### src/rtl/bsh_pkg.sv
// Shared definitions for the five-mode barrel shifter.
// Assumes mode codes are fixed by the instruction decoder that feeds the block.
package bsh_pkg;
    typedef enum logic [2:0] {
        MODE_SHL  = 3'd0,
        MODE_SHR  = 3'd1,
        MODE_SAR  = 3'd2,
        MODE_ROTR = 3'd3,
        MODE_RCX  = 3'd4
    } shift_mode_e;
endpackage

### src/rtl/bsh_rotator.sv
// Logarithmic right rotator: log2(WIDTH) stages, stage s rotates by 2**s.
// Assumes WIDTH is a power of two so that every amount maps onto a rotation.
module bsh_rotator #(
    parameter int WIDTH = 32,
    parameter int AMT_W = $clog2(WIDTH)
) (
    input  logic [WIDTH-1:0] din,
    input  logic [AMT_W-1:0] rot_amt,
    output logic [WIDTH-1:0] dout
);
    // Apply each binary-weighted rotation stage in turn.
    always_comb begin
        logic [WIDTH-1:0] acc;
        acc = din;
        for (int s = 0; s < AMT_W; s++) begin
            if (rot_amt[s]) begin
                acc = (acc >> (1 << s)) | (acc << (WIDTH - (1 << s)));
            end
        end
        dout = acc;
    end
endmodule

### src/rtl/bsh_fill_mask.sv
// Thermometer masks that mark the vacated bit positions for a given amount.
// low_mask has the amt lowest bits set; high_mask has the amt highest bits set.
module bsh_fill_mask #(
    parameter int WIDTH = 32,
    parameter int AMT_W = $clog2(WIDTH)
) (
    input  logic [AMT_W-1:0] amt,
    output logic [WIDTH-1:0] low_mask,
    output logic [WIDTH-1:0] high_mask
);
    // Build both masks one bit at a time from the amount.
    always_comb begin
        for (int i = 0; i < WIDTH; i++) begin
            low_mask[i]  = (i < int'(amt));
            high_mask[i] = (i >= WIDTH - int'(amt));
        end
    end
endmodule

### src/rtl/bsh_bit_pick.sv
// Selects one operand bit by index; used to form the carry-out.
// Assumes idx is always below WIDTH (guaranteed when WIDTH is a power of two).
module bsh_bit_pick #(
    parameter int WIDTH = 32,
    parameter int AMT_W = $clog2(WIDTH)
) (
    input  logic [WIDTH-1:0] din,
    input  logic [AMT_W-1:0] idx,
    output logic             bit_o
);
    // Plain indexed select.
    assign bit_o = din[idx];
endmodule

### src/rtl/barrel_shift5.sv
// Five-mode barrel shifter for a data-processing operand.
// Every shift is built from one right rotator plus fill masks. A left shift by n
// is a right rotation by WIDTH-n. Purely combinational, so it has no clock or reset.
module barrel_shift5 #(
    parameter int WIDTH = 32,
    parameter int AMT_W = $clog2(WIDTH)
) (
    input  logic [WIDTH-1:0] op_value,
    input  logic [2:0]       op_mode,
    input  logic [AMT_W-1:0] op_amount,
    input  logic             carry_in,
    output logic [WIDTH-1:0] shift_result,
    output logic             carry_out
);
    import bsh_pkg::*;

    localparam logic [AMT_W-1:0] AMT_ONE = AMT_W'(1);

    logic [AMT_W-1:0] neg_amt;
    logic [AMT_W-1:0] rot_amt;
    logic [AMT_W-1:0] pick_idx;
    logic [WIDTH-1:0] rotated;
    logic [WIDTH-1:0] low_mask;
    logic [WIDTH-1:0] high_mask;
    logic             picked;
    logic             amt_zero;
    logic             use_rcx;

    assign neg_amt  = '0 - op_amount;
    assign amt_zero = (op_amount == '0);
    assign use_rcx  = (op_mode == MODE_RCX) || ((op_mode == MODE_ROTR) && amt_zero);

    // Choose the rotation distance and the carry bit index for the mode.
    always_comb begin
        if (op_mode == MODE_SHL) begin
            rot_amt  = neg_amt;
            pick_idx = neg_amt;
        end else begin
            rot_amt  = op_amount;
            pick_idx = op_amount - AMT_ONE;
        end
    end

    bsh_rotator #(.WIDTH(WIDTH), .AMT_W(AMT_W)) u_rot (
        .din     (op_value),
        .rot_amt (rot_amt),
        .dout    (rotated)
    );

    bsh_fill_mask #(.WIDTH(WIDTH), .AMT_W(AMT_W)) u_mask (
        .amt       (op_amount),
        .low_mask  (low_mask),
        .high_mask (high_mask)
    );

    bsh_bit_pick #(.WIDTH(WIDTH), .AMT_W(AMT_W)) u_pick (
        .din   (op_value),
        .idx   (pick_idx),
        .bit_o (picked)
    );

    // Combine the rotated word, the fill masks and the carry for the final outputs.
    always_comb begin
        shift_result = op_value;
        carry_out    = carry_in;
        if (use_rcx) begin
            shift_result = {carry_in, op_value[WIDTH-1:1]};
            carry_out    = op_value[0];
        end else if (!amt_zero) begin
            case (op_mode)
                MODE_SHL: begin
                    shift_result = rotated & ~low_mask;
                    carry_out    = picked;
                end
                MODE_SHR: begin
                    shift_result = rotated & ~high_mask;
                    carry_out    = picked;
                end
                MODE_SAR: begin
                    shift_result = (rotated & ~high_mask) | (high_mask & {WIDTH{op_value[WIDTH-1]}});
                    carry_out    = picked;
                end
                MODE_ROTR: begin
                    shift_result = rotated;
                    carry_out    = picked;
                end
                default: begin
                    shift_result = op_value;
                    carry_out    = carry_in;
                end
            endcase
        end
    end

    // Output-side checks against the mode semantics.
    always_comb begin
        if (op_mode == MODE_SHL && !amt_zero)
            assert_shl_low_zero_R1: assert (shift_result[0] == 1'b0);
        if (op_mode == MODE_SHR && !amt_zero)
            assert_shr_top_zero_R2: assert (shift_result[WIDTH-1] == 1'b0);
        if (op_mode == MODE_SAR)
            assert_sar_sign_kept_R3: assert (shift_result[WIDTH-1] == op_value[WIDTH-1]);
        if (op_mode == MODE_ROTR && !amt_zero)
            assert_rotr_popcount_R4: assert ($countones(shift_result) == $countones(op_value));
        if (op_mode <= MODE_SAR && amt_zero)
            assert_zero_amt_pass_R5: assert (shift_result == op_value && carry_out == carry_in);
        if (use_rcx)
            assert_rcx_carry_path_R7: assert (shift_result[WIDTH-1] == carry_in && carry_out == op_value[0]);
        if (op_mode > MODE_RCX)
            assert_unused_code_pass_R9: assert (shift_result == op_value && carry_out == carry_in);
    end
endmodule

### config.mk
export PLATFORM = sky130hd
export DESIGN_NAME = barrel_shift5
export DESIGN_NICKNAME = d
export VERILOG_FILES = /design/src/rtl/bsh_pkg.sv /design/src/rtl/bsh_rotator.sv /design/src/rtl/bsh_fill_mask.sv /design/src/rtl/bsh_bit_pick.sv /design/src/rtl/barrel_shift5.sv
export SDC_FILE = /design/constraint.sdc
export NUM_CORES = 1
export LEC_CHECK = 0
export ABC_AREA = 1
export CAP_MARGIN = 0
export CORE_ASPECT_RATIO = 2
export CORE_MARGIN = 4
export CORE_UTILIZATION = 62
export DETAILED_ROUTE_END_ITERATION = 8
export PLACE_DENSITY_LB_ADDON = 0.05
export SLEW_MARGIN = 20
export SYNTH_ARGS = -nofsm -noshare
export SYNTH_HDL_FRONTEND = slang
export SYNTH_SLANG_ARGS = --single-unit
export TNS_END_PERCENT = 30
### constraint.sdc
create_clock -name vclk -period 11.2
set_input_delay 2.8 -clock vclk [all_inputs]
set_output_delay 2.8 -clock vclk [all_outputs]
set_load 0.005 [all_outputs]
==> key figures, run 1 <==
Logic synthesis
  – Adder-cell area share of the yosys netlist: 1.675%
  – Cell Area, Synth: about 4500 um^2
  – Fraction of synthesized cell area taken by the top area cell type: 27.47%
  – Net Count, Synth: 1002
  – Mux cell area share after synthesis: 0%
  – Area contributors post-synth: nand3_1 (27%), nand2_1 (27%), o21ai_0 (7.4%), a21oi_1 (7.0%), inv_1 (6.4%)
  – Sequential area share after synthesis: 0%
  – Mean post-synth cell area: around 4.7 um^2
  – Cells after synthesis: between 900 and 1000
  – Count of cell types in the netlist: 36
  – Compound-Gate Fraction of Synth Area: 19.82%
  – Syn. warnings: 0
  – Simple-gate share of the synthesized area: 63.48%
  – Cell accounting for the most synthesized area: nand3_1
  – Xor-xnor portion of the synthesized cell area: 0.6142%
  – Largest family of logic cells by synthesized area: simple AND/OR/NAND/NOR gates

Global route
  – All-Layer GR Usage: 54.07%
  – Aggregate global routing overflow: 2
  – Largest net degree at the start of global routing: 73
  – Vias in the first global route: 6868
  – First-pass GRT wire length: between 30 and 40 mm

Die
  – Io pins: 74
  – Row count: 43
  – Horiz. Die Dim: 68.12 um
  – Initial Util: 64.08%
  – Die Height: roughly 130 um

Placed design
  – Buffers on Ports: 74
  – Routability Congestion: ~1.3
  – Dpl ws: 1.735 ns
  – DPL Wire Length: 17.09 mm

Outcome
  – Failed at: 5_1_grt
  – Outcome: stopped before the end
  – Stop Error: [ERROR GRT-0116] Global routing finished with congestion. Check the congestion regions in the DRC Viewer.

Clock tree
  – Cts hold-fix bufs: 0
  – Post_cts resized: 0
  – Setup bufs post-CTS: 0
==> per-stage QoR <==
step,instances,area [um^2]
4_1_cts,1070,5059
3_5_place_dp,1070,5059
3_3_place_gp,1070,5059
2_1_floorplan,955,4482
==> cells in the mapped netlist (4+ instances only) <==
cell type  count
nand2_2        9
nand2_1      323
o21ai_0       66
ha_1           6
inv_1         76
nor2_1        33
nand4_1        5
nand2_4        4
inv_2          9
nor2_2         4
nand3_1      246
clkbuf_1      21
o21ai_1       29
buf_4          9
buf_6          7
a31oi_1        5
buf_2         16
a21oi_1       63
==> cells by family after synthesis <==
group	Yosys count
AND/OR/NAND/NOR	636
AO/OA/AOI/OAI	170
buffers and inverters	142
adder cells (fa/ha/maj)	6
XOR/XNOR	1
==> layer usage <==
layer | overflow | GRT usage (%)
met1 | 0 | 53.60
met2 | 2 | 75.54
met3 | 0 | 31.32
met4 | 0 | 50.88
met5 | 0 | 0
==> run 2: changes to the inputs <==
- CORE_ASPECT_RATIO: 2 -> not set
- CORE_UTILIZATION: 62 -> 40
- PLACE_DENSITY_LB_ADDON: 0.05 -> 0.15
==> run 2 against run 1 <==
The flow now finishes without violations. Synthesized area stayed put. Synthesized cell count stayed put.
==> key figures, run 2 <==
Setup path
  – CP most frequent cell: nand2_1
  – Kind of critical path: in -> out
  – Data arrival, critical path: about 6.9 ns
  – Critical path's top delay family: buffers and inverters
  – Buf+Inv Stages, Crit Path: 7
  – Max stage delay on crit path: roughly 0.65 ns
  – Crit. End Element: output pin
  – WP data required: 8.40 ns
  – Slowest-stage cell, CP: clkdlybuf4s50_1
  – Critical Path Source Type: input port
  – Largest fanout on the critical path: 33
  – Crit path cell chain: clkdlybuf4s50_1, inv_1, ha_1, nand2_1, inv_1, ha_1, inv_1, nand2_1, o21ai_2, buf_4, inv_2, nand3_1, nand3_1, nand2_1, nand2_1, o21ai_1, clkdlybuf4s50_1

Outcome
  – Outcome: finished, final reports clean

Final layout
  – Register area: 0 um^2
  – Share of post-route cells with drive strength above 1: ~4.7%
  – Sequential cells: 0
  – Multi-input logic area: 3840 um^2
  – Non-filler cells, final: 1122
  – Final Instance Area: 5136 um^2
  – Fillcell total: 1288
  – Commonest non-fill, non-tap cell in the layout: nand2_1
  – Clock buffers: 0
  – Most frequent cells in the layout: nand2_1 (323), nand3_1 (246), inv_1 (76)
  – Nets: 1031
  – Antenna Cells: 0
  – Synthesis-to-layout area growth: 14.60%

Pwr
  – Switch share: about 66%
  – Final Total Pwr: 0.0003225 W
  – Pwr/cell area: 62.79 nW/um^2
  – Clk network pwr share: 0%
  – VDD IR-drop max: 29.53 uV
  – Gate power share: between 90% and 100%
  – Register share of total power: 0%
  – Net Switching: 0.0002125 W
  – Internal: 0.0001100 W
  – Lkg Pwr: 2.557 nW

Placed design
  – Buffers on Ports: 74 (unchanged)
  – Routability Congestion: 1.113 (-17%)
  – Post-placement cell count: 1122 (+4.9%)
  – Dpl ws: 1.583 ns (-0.1517 ns)
  – DPL Wire Length: 19.00 mm (+11%)
  – Post-DP Area: 5136 um^2 (+1.5%)

Timing
  – Tcrit/Tclk final: just under 90%
  – Worst-Margin Slew: a little under 0.9 ns
  – Tmin final: 9.693 ns
  – Final setup vio count: 0
  – Rel. slew slack: 42.04%
  – Setup_tns: 0 ns
  – RSZ-0062 raised after global routing: false
  – Final Hold Viols: 0
  – Final WS setup: between 1.5 and 2 ns
  – Slew Limit Fails: 0
  – FMAX: 0.1032 GHz

Logic synthesis
  – Xor-xnor portion of the synthesized cell area: 0.6142% (unchanged)
  – Cells after synthesis: 955 (unchanged)
  – Fraction of synthesized cell area taken by the top area cell type: 27.47% (unchanged)
  – Mean post-synth cell area: 4.693 um^2 (unchanged)
  – Sequential area share after synthesis: 0% (unchanged)
  – Simple-gate share of the synthesized area: 63.48% (unchanged)
  – Count leader, synth: nand2_1
  – Syn. warnings: 0 (unchanged)
  – Post-synth top cells: nand2_1 (323), nand3_1 (246), inv_1 (76), o21ai_0 (66), a21oi_1 (63)
  – Compound-Gate Fraction of Synth Area: 19.82% (unchanged)
  – Mux cell area share after synthesis: 0% (unchanged)
  – Net Count, Synth: 1002 (unchanged)
  – Largest family of logic cells by synthesized area: simple AND/OR/NAND/NOR gates
  – Count of cell types in the netlist: 36 (unchanged)
  – Cell Area, Synth: 4482 um^2 (unchanged)
  – Adder-cell area share of the yosys netlist: 1.675% (unchanged)
  – Area contributors post-synth: nand3_1 (27%), nand2_1 (27%), o21ai_0 (7.4%), a21oi_1 (7.0%), inv_1 (6.4%)
  – Cell accounting for the most synthesized area: nand3_1

Route
  – Via count: 6889
  – # DRC: 0
  – Vias/cell: 6.140
  – First drt pass iteration count: 7
  – WL final: 23.69 mm
  – DR WL/cell: about 21 um
  – Antenna viol nets, final: 0
  – Starting DRC count in detailed routing: 1645

Die
  – Die area: between 10000 and 15000 um^2
  – Horiz. Die Dim: 113.9 um (+67%)
  – Row count: 38 (-12%)
  – Io pins: 74 (unchanged)
  – Initial Util: 41.16% (-23 points)
  – Core ar.: 10890 um^2
  – Die Height: 113.9 um (-11%)

Global route
  – Vias in the first global route: 6066
  – Largest net degree at the start of global routing: 72
  – Aggregate global routing overflow: 0
  – All-Layer GR Usage: between 30% and 40%
  – Initial antenna violation count: 0
  – First-pass GRT wire length: 35.33 mm

Clock tree
  – Cts hold-fix bufs: 0 (unchanged)
  – Setup bufs post-CTS: 0 (unchanged)
  – Post_cts resized: 0 (unchanged)

Min path
  – Hold Path Class: in -> out

Flow run
  – Number of max-cap violations: 0
==> run 2: path summary, 6_finish.rpt <==
path | from | endpoint | depth (start not counted)
setup / recovery | op_amount[1] | shift_result[3] | 17
hold / removal | carry_in | shift_result[31] | 4
==> run 2: area by class of cell <==
type | count | share of cell area (%)
repair buffers | 80 | 15.20
multi-input cells | 813 | 74.76
inverters | 89 | 6.626
well taps | 140 | 3.410
==> run 2: per-layer routing <==
metal | share of wire, % | track usage, %
met3 | 11 | 6.684
met5 | 0 | 0
met2 | 39 | 48.61
met4 | 7.4 | 18.76
met1 | 42 | 50.21
==> run 2: kinds of logic after synthesis <==
group | Yosys count
AO/OA/AOI/OAI | 170
XOR/XNOR | 1
adder cells (fa/ha/maj) | 6
AND/OR/NAND/NOR | 636
buffers and inverters | 142
==> run 2: power by group through the flow <==
stage	sequential [W]	clock (W)	combinational, W
finish	0	0	0.000322
global route	0	0	0.000348
CTS	0	0	0.000312
detailed placement	0	0	0.000311
global placement	0	0	0.000315
floorplan	0	0	0.000197
==> run 2: through the flow <==
step	hold WS, ns	utilization (%)
6_report	6.585	47.17
4_1_cts	6.580	47.17
5_1_grt	6.620	47.17
3_5_place_dp	6.579	47.17
3_3_place_gp	6.575	47.17
2_1_floorplan	5.697	-
==> run 2: worst min-delay path, stage by stage <==
cell and delay (ns):
clkdlybuf4s50_1 0.42, nand2_1 0.07, nand2_1 0.05, clkdlybuf4s50_1 0.45
(Power assumes the default switching activity.)
==> run 3: changes to the inputs <==
- clock period: 11.2 -> 8.9 ns (I/O delays scaled with it)
==> run 3 against run 2 <==
Critical path depth is the same. Power grew 25%. Critical endpoint is now shift_result[10]. Global-route usage is 1.0 points lower. Worst hold slack worse by 1.1 ns. Final area increased by 0.15%. Sequential share of layout area stayed put. Final cell count about the same. Die area unchanged. Sequential cell count unchanged. Utilization rose by 0.069 points.
==> key figures, run 3 (synthesis gave the netlist of run 2 again) <==
Outcome
  – Outcome: finished, final reports clean

Clock tree
  – Cts hold-fix bufs: 0 (unchanged)
  – Setup bufs post-CTS: 0 (unchanged)
  – Post_cts resized: 0 (unchanged)

Timing
  – Rel. slew slack: 39.97% (-2.1 points)
  – Final setup vio count: 0 (unchanged)
  – FMAX: about 0.12 GHz
  – Tcrit/Tclk final: 92.04%
  – Slew Limit Fails: 0 (unchanged)
  – RSZ-0062 raised after global routing: false
  – Worst-Margin Slew: 0.8923 ns (+0.02618 ns)
  – Final WS setup: 0.7081 ns (-0.7991 ns)
  – Setup_tns: 0 ns (unchanged)
  – Tmin final: 8.192 ns
  – Final Hold Viols: 0 (unchanged)

Route
  – DR WL/cell: 20.47 um (-3.0%)
  – # DRC: 0 (unchanged)
  – WL final: 22.99 mm (-3.0%)
  – Vias/cell: 5.964 (-2.9%)
  – Antenna viol nets, final: 0 (unchanged)
  – Via count: 6698 (-2.8%)
  – First drt pass iteration count: 6 (-1)
  – Starting DRC count in detailed routing: 1344 (-18%)

Final layout
  – Share of post-route cells with drive strength above 1: 4.781% (+0.097 points)
  – Clock buffers: 0 (unchanged)
  – Register area: 0 um^2 (unchanged)
  – Fillcell total: 1232 (-4.3%)
  – Antenna Cells: 0 (unchanged)
  – Synthesis-to-layout area growth: 14.77%
  – Most frequent cells in the layout: nand2_1 (323), nand3_1 (246), inv_1 (76)
  – Commonest non-fill, non-tap cell in the layout: nand2_1
  – Nets: 1032 (+0.097%)
  – Sequential cells: 0 (unchanged)

Global route
  – Largest net degree at the start of global routing: 72 (unchanged)
  – All-Layer GR Usage: 33.91% (-1.0 points)
  – First-pass GRT wire length: 34.24 mm (-3.1%)
  – Vias in the first global route: 5881 (-3.0%)
  – Aggregate global routing overflow: 0 (unchanged)
  – Initial antenna violation count: 0 (unchanged)

Pwr
  – Register share of total power: 0% (unchanged)
  – Switch share: 65.53% (-0.35 points)
  – Final Total Pwr: 0.0004028 W (+25%)
  – Clk network pwr share: 0% (unchanged)
  – VDD IR-drop max: 34.95 uV (+18%)
  – Pwr/cell area: 78.30 nW/um^2 (+25%)
  – Gate power share: 100.0% (about the same)
  – Internal: 0.0001388 W (+26%)
  – Lkg Pwr: 2.562 nW (+0.20%)
  – Net Switching: 0.0002640 W (+24%)

Die
  – Core ar.: 10890 um^2 (unchanged)
  – Die area: 12960 um^2 (unchanged)
  – Initial Util: 41.16% (unchanged)
  – Row count: 38 (unchanged)
  – Horiz. Die Dim: 113.9 um (unchanged)
  – Die Height: 113.9 um (unchanged)
  – Io pins: 74 (unchanged)

Setup path
  – Setup crit start: op_amount[1]
  – Crit. End Element: output pin
  – Critical Path Source Type: input port
  – Data arrival, critical path: 5.97 ns (-0.92 ns)
  – Kind of critical path: in -> out
  – WP data required: 6.68 ns (-1.72 ns)
  – Largest fanout on the critical path: 41 (+24%)

Min path
  – Hold path depth: 4 (unchanged)
  – Hold path start: op_value[19]
  – Hold EP: shift_result[18]
  – Hold Path Class: in -> out

Placed design
  – Dpl ws: 0.8021 ns (-0.7811 ns)
  – Routability Congestion: 1.086 (-2.4%)
  – Buffers on Ports: 74 (unchanged)
  – DPL Wire Length: 18.57 mm (-2.2%)

Flow run
  – Number of max-cap violations: 0 (unchanged)
-- run 3: how the worst max path moves through the flow --
stage,end,cells past startpoint
finish,shift_result[10],17
global route,shift_result[12],17
CTS,shift_result[10],15
detailed placement,shift_result[10],15
global placement,shift_result[10],13
floorplan,shift_result[28],14
-- run 3: power groups by stage --
| stage | combinational, W | clock (W) | sequential [W] |
|---|---|---|---|
| after floorplan | 0.000249 | 0 | 0 |
| after detailed placement | 0.000388 | 0 | 0 |
| after global placement | 0.000393 | 0 | 0 |
| final | 0.000403 | 0 | 0 |
| after CTS | 0.000389 | 0 | 0 |
| after global routing | 0.000437 | 0 | 0 |
-- run 3: metrics by stage --
stage / hold WS [ns] / cell area [um^2] / cells / util (%)
2_1_floorplan: 4.547 / 4482 / 955 / -
3_3_place_gp: 5.420 / 5144 / 1123 / 47.24
3_5_place_dp: 5.427 / 5144 / 1123 / 47.24
4_1_cts: 5.431 / 5144 / 1123 / 47.24
5_1_grt: 5.482 / 5144 / 1123 / 47.24
6_report: 5.439 / 5144 / 1123 / 47.24
-- run 3: metal layers --
metal	global-route usage [%]	part of all wire [%]
met1	48.80	42
met2	51.63	42
met3	5.146	12
met4	11.01	4.4
met5	0	0
-- run 3: area by class of cell --
cell class | count | area [um^2] | area share [%]
multi-input cells | 813 | 3840 | 74.65
repair buffers | 81 | 788.3 | 15.32
well taps | 140 | 175.2 | 3.405
inverters | 89 | 340.3 | 6.616
-- run 3: critical path: stages --
cell	delay [ns]
clkdlybuf4s50_1	0.66
inv_1	0.25
ha_1	0.40
inv_1	0.12
nand3_2	0.20
nand2_4	0.38
inv_2	0.26
nand2_1	0.11
nand2_1	0.08
nand2_1	0.08
nand2_1	0.06
nand2_1	0.11
nand3_1	0.10
nand3_1	0.14
nand2_1	0.11
a21oi_1	0.15
clkdlybuf4s50_1	0.51
==> run 4: changes to the inputs <==
- CAP_MARGIN: 0 -> 15
==> results of run 4 <==
The final DEF is identical to that of run 3; final timing and power are the same.
